--- src/rtl/stuff_sync_acq.sv ---
module stuff_sync_acq #(
  parameter int          W       = 11,
  parameter logic [10:0] NA_CODE = 11'b10101100011,
  parameter logic [10:0] PS_CODE = 11'b11100010010,
  parameter logic [10:0] NS_CODE = 11'b00011101101
) (
  input  logic       clk,
  input  logic       rst_n,
  input  logic       hunt_clr,
  input  logic       bit_en,
  input  logic       bit_in,
  output logic       sync_held,
  output logic       sync_pulse,
  output logic       word_preset,
  output logic       err_clr,
  output logic [2:0] code_sel
);
  localparam int NCODE = 3;

  function automatic logic [W-1:0] odd_mask();
    logic [W-1:0] m;
    m = '0;
    for (int i = 1; i < W - 1; i += 2) m[i] = 1'b1;
    return m;
  endfunction

  localparam logic [W-1:0] ODD_MASK = odd_mask();

  logic [W-1:0]     win_q;
  logic [W-1:0]     win_nx;
  logic [W-1:0]     tap_nx;
  logic [NCODE-1:0] hit;
  logic [NCODE-1:0] cmp_q;
  logic [NCODE-1:0] sel_q;
  logic [NCODE-1:0] sel_nx;
  logic             ps_q;
  logic             fired_q;
  logic             pulse_q;

  assign win_nx = {win_q[W-2:0], bit_in};
  assign tap_nx = win_nx ^ ODD_MASK;

  for (genvar g = 0; g < NCODE; g++) begin : g_cmp
    localparam logic [W-1:0] NOM = (g == 0) ? W'(NA_CODE) :
                                   (g == 1) ? W'(PS_CODE) : W'(NS_CODE);
    localparam logic [W-1:0] REF = NOM ^ ODD_MASK;
    assign hit[g] = (tap_nx == REF);
  end

  always_comb begin
    sel_nx = '0;
    if (cmp_q[0])      sel_nx[0] = 1'b1;
    else if (cmp_q[1]) sel_nx[1] = 1'b1;
    else if (cmp_q[2]) sel_nx[2] = 1'b1;
  end

  always_ff @(posedge clk or negedge rst_n) begin
    if (!rst_n)      win_q <= '0;
    else if (bit_en) win_q <= win_nx;
  end

  always_ff @(posedge clk or negedge rst_n) begin
    if (!rst_n)                cmp_q <= '0;
    else if (hunt_clr || ps_q) cmp_q <= '0;
    else if (bit_en)           cmp_q <= cmp_q | hit;
  end

  always_ff @(posedge clk or negedge rst_n) begin
    if (!rst_n) begin
      ps_q  <= 1'b0;
      sel_q <= '0;
    end else if (hunt_clr) begin
      ps_q  <= 1'b0;
      sel_q <= '0;
    end else if (bit_en && !ps_q && |cmp_q) begin
      ps_q  <= 1'b1;
      sel_q <= sel_nx;
    end
  end

  always_ff @(posedge clk or negedge rst_n) begin
    if (!rst_n) begin
      pulse_q <= 1'b0;
      fired_q <= 1'b0;
    end else if (hunt_clr) begin
      pulse_q <= 1'b0;
      fired_q <= 1'b0;
    end else if (bit_en) begin
      pulse_q <= ps_q && !fired_q;
      fired_q <= fired_q || ps_q;
    end
  end

  assign sync_held   = ps_q | (|cmp_q);
  assign sync_pulse  = pulse_q;
  assign word_preset = pulse_q;
  assign err_clr     = pulse_q;
  assign code_sel    = sel_q;
endmodule


--- config.mk ---
export PLATFORM = sky130hd
export DESIGN_NAME = stuff_sync_acq
export DESIGN_NICKNAME = d
export VERILOG_FILES = /design/src/rtl/stuff_sync_acq.sv
export SDC_FILE = /design/constraint.sdc
export NUM_CORES = 1
export LEC_CHECK = 0
export BUFFER_PORTS_ARGS = -buffer_cell sky130_fd_sc_hd__buf_2
export CAP_MARGIN = 20
export CORE_UTILIZATION = 54
export DETAILED_ROUTE_END_ITERATION = 6
export PLACE_DENSITY = 0.76
export SLEW_MARGIN = 15
export SYNTH_ARGS = -nofsm -noshare
export SYNTH_HDL_FRONTEND = slang
export SYNTH_SLANG_ARGS = --single-unit
--- constraint.sdc ---
create_clock -name clk -period 1.4 [get_ports clk]
set_clock_uncertainty 0.1 [all_clocks]
set_input_delay 0.28 -clock clk [delete_from_list [all_inputs] [get_ports clk]]
set_output_delay 0.28 -clock clk [all_outputs]
set_load 0.05 [all_outputs]
# Word-level counts from Yosys, hierarchy flattened

Index checks and enable logic that the tools add are counted.

Register bits: 19
Bits in latches: 0
Memory bits (writable): 0
ROM bits: 0
Input bits: 5
Output and inout bits: 7
Word-level logic and storage cells: 38
Memories: 0

Add/subtract/negate cells: 0
Multiply operators: 0
Div/mod/pow operators: 0
Order comparisons: 0
Eq/ne operators: 3
Shift operators: 0
Muxes and demuxes: 15
Bitwise operators: 3
Reduce and logical (&&, ||, !) cells: 11

Operator list:

| operator                                                                | number |
|---|---|
| 11-bit equality test, second input constant                             | 2 |
| 3-bit two-way mux                                                       | 4 |
| 11-bit by 10-bit equality test with 1-bit output, second input constant | 1 |
| 1-bit two-way mux                                                       | 10 |
| 2-bit nonzero test                                                      | 3 |
| 5-bit NOT                                                               | 1 |
| 1-bit logical AND                                                       | 3 |
| 3-bit OR                                                                | 1 |
| 3-bit OR reduction                                                      | 1 |
| 1-bit zero test                                                         | 2 |
| 1-bit logical OR                                                        | 2 |
| 2-bit two-way mux                                                       | 1 |
| 1-bit OR                                                                | 1 |

# Logic depth before layout (Yosys ltp)

Gate-level depths: netlist of the first run.

Depth after elaboration: 5
Depth in mapped cells: 4
Depth with buffers taken out: 3

# Least setup slack after synthesis of the first run

OpenSTA, ideal clock, no wires.

Kind: register to output
From: reg cmp_q[1]
To: out sync_held
Arrival: 1.162 ns
Data required time: 1.020 ns
Slack: -0.142 ns
Cell stages (with the launch flop): 3
Path buffers: 0
Path through: dfrtp_1 -> or3_1 -> or2_1

Longest elaborated chain between the ends: 2

Ends and longest elaborated chain:

| what                   | line | source |
|---|---|---|
| from (decl)            | 33   | `logic [NCODE-1:0] cmp_q;` |
| from (signal assigned) | 65   | `else if (bit_en) cmp_q <= cmp_q \| hit;` |
| 3-bit OR reduction     | 94   | `assign sync_held = ps_q \| (\|cmp_q);` |
| 1-bit OR               | 94   |  |
| to (decl)              | 12   | `output logic sync_held,` |

Every way passes these cells.

# Worst setup path after layout of the first run

Same ends and word-level chain as after synthesis.

==> results of run 1 <==
==> through the flow <==
step	std cells	instance area [um2]
5_1_grt	104	1000
3_3_place_gp	98	941
4_1_cts	103	985
6_report	104	1000
3_5_place_dp	98	941
2_1_floorplan	71	867
==> layer usage <==
layer	vias up	GRT usage	share of wire
met4	0	0.150	0.031
met2	17	0.356	0.52
met3	6	0.0560	0.041
met5	-	0	0
li1	288	-	-
met1	295	0.214	0.41
==> logic make-up (layout without fill, tap and decap cells) <==
kind of cell    Yosys count  in the layout  synth area share
simple gates             26             26             0.194
flops                    19             19             0.550
compound gates           11             11            0.0810
mux                      10             10             0.130
buf+inv                   5             22            0.0449
==> critical path: cells and delay by family (launching register included) <==
kind,cells,cell delay (ns)
buffers and inverters,1,0.15
flip-flops,1,0.39
AND/OR/NAND/NOR,2,0.64
==> flip-flops by register name (all words and copies together) (netlist names) <==
| name | count |
|---|---|
| code_sel | 3 |
| cmp_q | 3 |
| fired_q | 1 |
| ps_q | 1 |
| win_q | 10 |
| err_clr | 1 |
==> worst min-delay path by stage <==
stage            from        to  slack [ns]  cells past startpoint
4_1_cts        bit_in  win_q[0]        0.15                      2
2_1_floorplan   rst_n  cmp_q[0]       -0.12                      0
6_report       bit_in  win_q[0]        0.15                      2
5_1_grt        bit_in  win_q[0]        0.13                      2
3_5_place_dp    rst_n      ps_q        0.14                      1
3_3_place_gp    rst_n      ps_q        0.13                      1
==> cell type report <==
class	count	area, um2
timing repair buffer	18	124
sequential	19	475
clock buffer	3	22.5
tap	16	20.0
multi-input combinational	47	353
fill	123	507
clock inverter	1	5.00
==> what timing repair did <==
item,CTS,global route
hold buffers,1,0
setup endpoints to repair,1,4
gates resized for setup,2,3
setup buffers,0,1
hold endpoints to repair,19,0
==> power groups by stage <==
| stage | logic, uW | registers (uW) | clock network [uW] |
|---|---|---|---|
| floorplan | 140 | 702 | 0 |
| CTS | 174 | 720 | 288 |
| finish | 172 | 721 | 280 |
| detailed placement | 171 | 732 | 0 |
| global route | 192 | 738 | 310 |
| global placement | 164 | 724 | 0 |
==> layout by cell type (no fill, tap or decap), types with 2 or more instances in the layout <==
| cell | instances |
|---|---|
| buf_2 | 7 |
| a22o_1 | 2 |
| dfrtp_1 | 19 |
| a21oi_1 | 6 |
| mux2_2 | 10 |
| nand2b_1 | 3 |
| and4b_1 | 3 |
| clkbuf_4 | 6 |
| nor3_1 | 2 |
| nor2_1 | 8 |
| buf_4 | 6 |
==> impl_metrics.tcl, run 1 <==
set metrics [dict create \
    viasPerCell 5.83 \
    routed_wl_mm 1.53 \
    cp.arrival_ns 1.49 \
    place_congestion 0.764 \
    synthTopCellsByCount "dfrtp_1 (19), mux2_2 (10), nor2_1 (8)" \
    worst-r2r-setup-slack_ns 0.14 \
    grt_use_total 0.207 \
    ys_top_cells_by_area "dfrtp_1 (55%), mux2_2 (13%), a21oi_1 (3.5%), and4b_1 (3.5%), nor2_1 (3.5%)" \
    synth_edf_count 0 \
    hold_violations 0 \
    pwr-share-comb 0.146 \
    dpl.hpwl_mm 1.06 \
    end_kind "primary output" \
    clkPwrFrac 0.239 \
    cts_buffer_depth 2 \
    drc 0 \
    worst_slew_pin_slew_ns 0.418 \
    ant_nets 0 \
    grt_remaining_overflow 0 \
    p_seq_frac 0.615 \
    ys_seq_area_frac 0.550 \
    violations "setup timing" \
    vdd_drop_max_mv 0.837 \
    required_ns 1.02 \
    crit_chain "or3_1 > or2_4 > buf_6" \
    cts_tree "built" \
    switching_share 0.270 \
    yosys.cell_types.count 24 \
    synthArstFlopShare 1.00 \
    grt_start_max_net_pins 20 \
    power.total_uw 1170 \
    dr.pass1.iters 4 \
    setup.worst_path.class "reg2out" \
    num_rows 14 \
    dp_slack_ns -0.140 \
    status "finished with violations" \
    period_needed_ns 1.87 \
    syn_inst 71 \
    p_per_area_mw_per_mm2 1170 \
    area_growth_pct 15.6 \
    period_share 1.33 \
    hold_class "in2reg" \
    cpMaxStageDelayCell "or3_1" \
    portBuffers 11 \
    synth_top_area_frac 0.550 \
    r2r_start "ps_q" \
    io_pins 12 \
    clock.fmax_ghz 0.535 \
    antenna_found_initial 0 \
    cts-root-buf "clkbuf_4" \
    clk_pin_slew_ns 0.11 \
    synthFlopType "dfrtp_1" \
    synth_fp_nets 76 \
    worstReg2RegEnd "cmp_q[2]" \
    finalSetupViolCount 1 \
    yosysTopAreaCell "dfrtp_1" \
    max_stage_delay_ns 0.40 \
    grt_pass1_vias 638 \
    crit_path_end "sync_held" \
    num_vias 606 \
    ys_ff_latch 19 \
    netlist_area_um2 865 \
    diodes 0 \
    setup_ws_ns -0.468 \
    p_int_uw 856 \
    die_height_um 42.0 \
    cap_viol_max_count 0 \
    rsz0062_at_grt "true" \
    grt_pass1_wl_mm 2.65 \
    power.leakage_uw 0.000484 \
    die_w_um 42.0 \
    switchingPower_uw 316 \
    avgRoutedWirePerCell_um 14.7 \
    htree_levels 1 \
    cp_max_fo 2 \
    syn_avg_cell_area_um2 12.2 \
    final_util 0.664 \
    worstSetupStartpoint "cmp_q[1]" \
    yosys_warnings 0 \
    whs_ns 0.148 \
    final_net_count 94 \
    core_area_mm2 0.00151 \
    slew_headroom 0.721 \
    drtIter0Drc 7 \
    start_kind "flip-flop" \
    drive_above_1_share 0.386 \
    clock-sinks 19 \
    start_util 0.574 \
    slew_violations 0 \
    fin_setup_tns_ns -0.468 \
    synth.most_common_cell "dfrtp_1" \
    numCtsBuffers 3 \
    die_area_mm2 0.00177 \
    clock_latency_ns 0.31 \
    reg2reg_depth 3 \
]
(Power assumes the default switching activity.)
==> run 2, diff against run 1 <==
Settings changed: CORE_UTILIZATION 54 to 48, PLACE_DENSITY 0.76 to 0.71.
Clock period 1.4 ns to 1.6 ns, I/O delays scaled along.
==> impl_metrics.tcl, run 2 (synthesis gave the netlist of run 1 again) <==
set metrics [dict create \
    start_util 0.542 \
    drtIter0Drc 9 \
    setup.worst_path.class "reg2out" \
    clk_pin_slew_ns 0.10 \
    final_net_count 91 \
    clock-sinks 19 \
    min_path_cells 2 \
    routed_wl_mm 1.48 \
    final_util 0.615 \
    final_cell_mix "dfrtp_1 (19), mux2_2 (10), buf_2 (10)" \
    ant_nets 0 \
    holdPathEnd "win_q[0]" \
    slew_violations 0 \
    violations "setup timing" \
    dr.pass1.iters 4 \
    power.leakage_uw 0.000467 \
    cpMaxStageDelayCell "dfrtp_1" \
    portBuffers 11 \
    numCtsBuffers 3 \
    grtUsageMet3 0.0245 \
    post_cts_buffers 0 \
    viasPerCell 5.39 \
    seqCellArea_um2 475 \
    num_vias 588 \
    cts-root-buf "clkbuf_4" \
    clock.fmax_ghz 0.535 \
    place_congestion 0.752 \
    worst_slew_pin_slew_ns 0.410 \
    max_stage_delay_ns 0.39 \
    rsz0062_at_grt "true" \
    cts_tree "built" \
    cp.arrival_ns 1.45 \
    grt_pass1_wl_mm 2.66 \
    grt_use_total 0.188 \
    clock_latency_ns 0.29 \
    dpl.hpwl_mm 1.01 \
    diodes 0 \
    die_height_um 44.4 \
    drc 0 \
    largest_reg_flops 10 \
    reg2reg_depth 3 \
    period_share 1.17 \
    worstReg2RegEnd "cmp_q[2]" \
    top_usage_layer "met2" \
    grtUsageMet1 0.231 \
    worst-r2r-setup-slack_ns 0.34 \
    required_ns 1.18 \
    p_per_area_mw_per_mm2 1030 \
    dp_slack_ns 0.0232 \
    grt_pass1_vias 615 \
    num_rows 14 \
    hold_violations 0 \
    slew_headroom 0.726 \
    use_met2 0.318 \
    avgRoutedWirePerCell_um 13.5 \
    grt_remaining_overflow 0 \
    cap_viol_max_count 0 \
    hp-start "bit_in" \
    die_area_mm2 0.00197 \
    fill_cells 132 \
    hold_class "in2reg" \
    power.total_uw 1010 \
    setup_ws_ns -0.271 \
    cp_max_fo 2 \
    antenna_found_initial 0 \
    end_kind "primary output" \
    core_area_mm2 0.00159 \
    drive_above_1_share 0.353 \
    vdd_drop_max_mv 0.597 \
    finalSetupViolCount 1 \
    largest_register "win_q" \
    area_growth_pct 13.5 \
    multi_input_area_um2 355 \
    cts_buffer_depth 2 \
    start_kind "flip-flop" \
    whs_ns 0.185 \
    htree_levels 1 \
    period_needed_ns 1.87 \
    final_common_cell "dfrtp_1" \
    crit_chain "or3_4 > or2_1 > buf_6" \
    grt_start_max_net_pins 20 \
    die_w_um 44.4 \
    r2r_start "win_q[2]" \
    status "finished with violations" \
    io_pins 12 \
]
run 2: cell types whose count changed in the layout (fill, tap and decap cells not counted), sizes merged:
| cell | delta |
|---|---|
| clkinv | -1 |
| clkbuf | -2 |
run 2: cell type report:
class,count,area share
Clock buffer,4,0.0268
Multi-Input combinational cell,47,0.362
Sequential cell,19,0.485
Tap cell,24,0.0306
Timing Repair Buffer,15,0.0957
run 2: worst max path at each step:
stage	start	to	slack, ns	cells after the start
after global placement	cmp_q[1]	sync_held	0.04	3
after CTS	cmp_q[2]	sync_held	-0.28	3
after floorplan	cmp_q[1]	sync_held	0.02	2
after global routing	cmp_q[2]	sync_held	-0.31	3
final	cmp_q[2]	sync_held	-0.27	3
after detailed placement	cmp_q[1]	sync_held	0.02	3
run 2: timing repair:
item / 4_1_cts / 5_1_grt
endpoints found under the setup margin: 1 / 1
hold buffers: 1 / 0
pin swaps: 1 / 0
endpoints found under the hold margin: 19 / 0
resized for setup: 2 / 1
run 2: layer usage:
layer	share of wire	vias up
met5	0	-
met2	0.49	9
met4	0.021	0
met3	0.017	4
li1	-	283
met1	0.47	292
run 2: stage by stage:
stage                     area [um2]  setup TNS, ns  std cells
after floorplan                  865              0         71
after global placement           933              0        104
after detailed placement         933              0        104
after CTS                        976         -0.277        109
after global routing             981         -0.315        109
final                            981         -0.271        109
run 2: power by group:
part / leakage (uW) / internal (uW) / total [uW] / switching (uW)
clock: 0.0000150 / 97.0 / 237 / 140
sequential: 0.000244 / 559 / 630 / 71.0
combinational: 0.000208 / 93.5 / 145 / 51.2
total: 0.000467 / 750 / 1010 / 262
run 2: critical path: cells and delay by family, from the launching register on:
kind,cells,cell delay (ns)
buffers and inverters,1,0.15
and+or+nand+nor,2,0.62
DFF,1,0.39
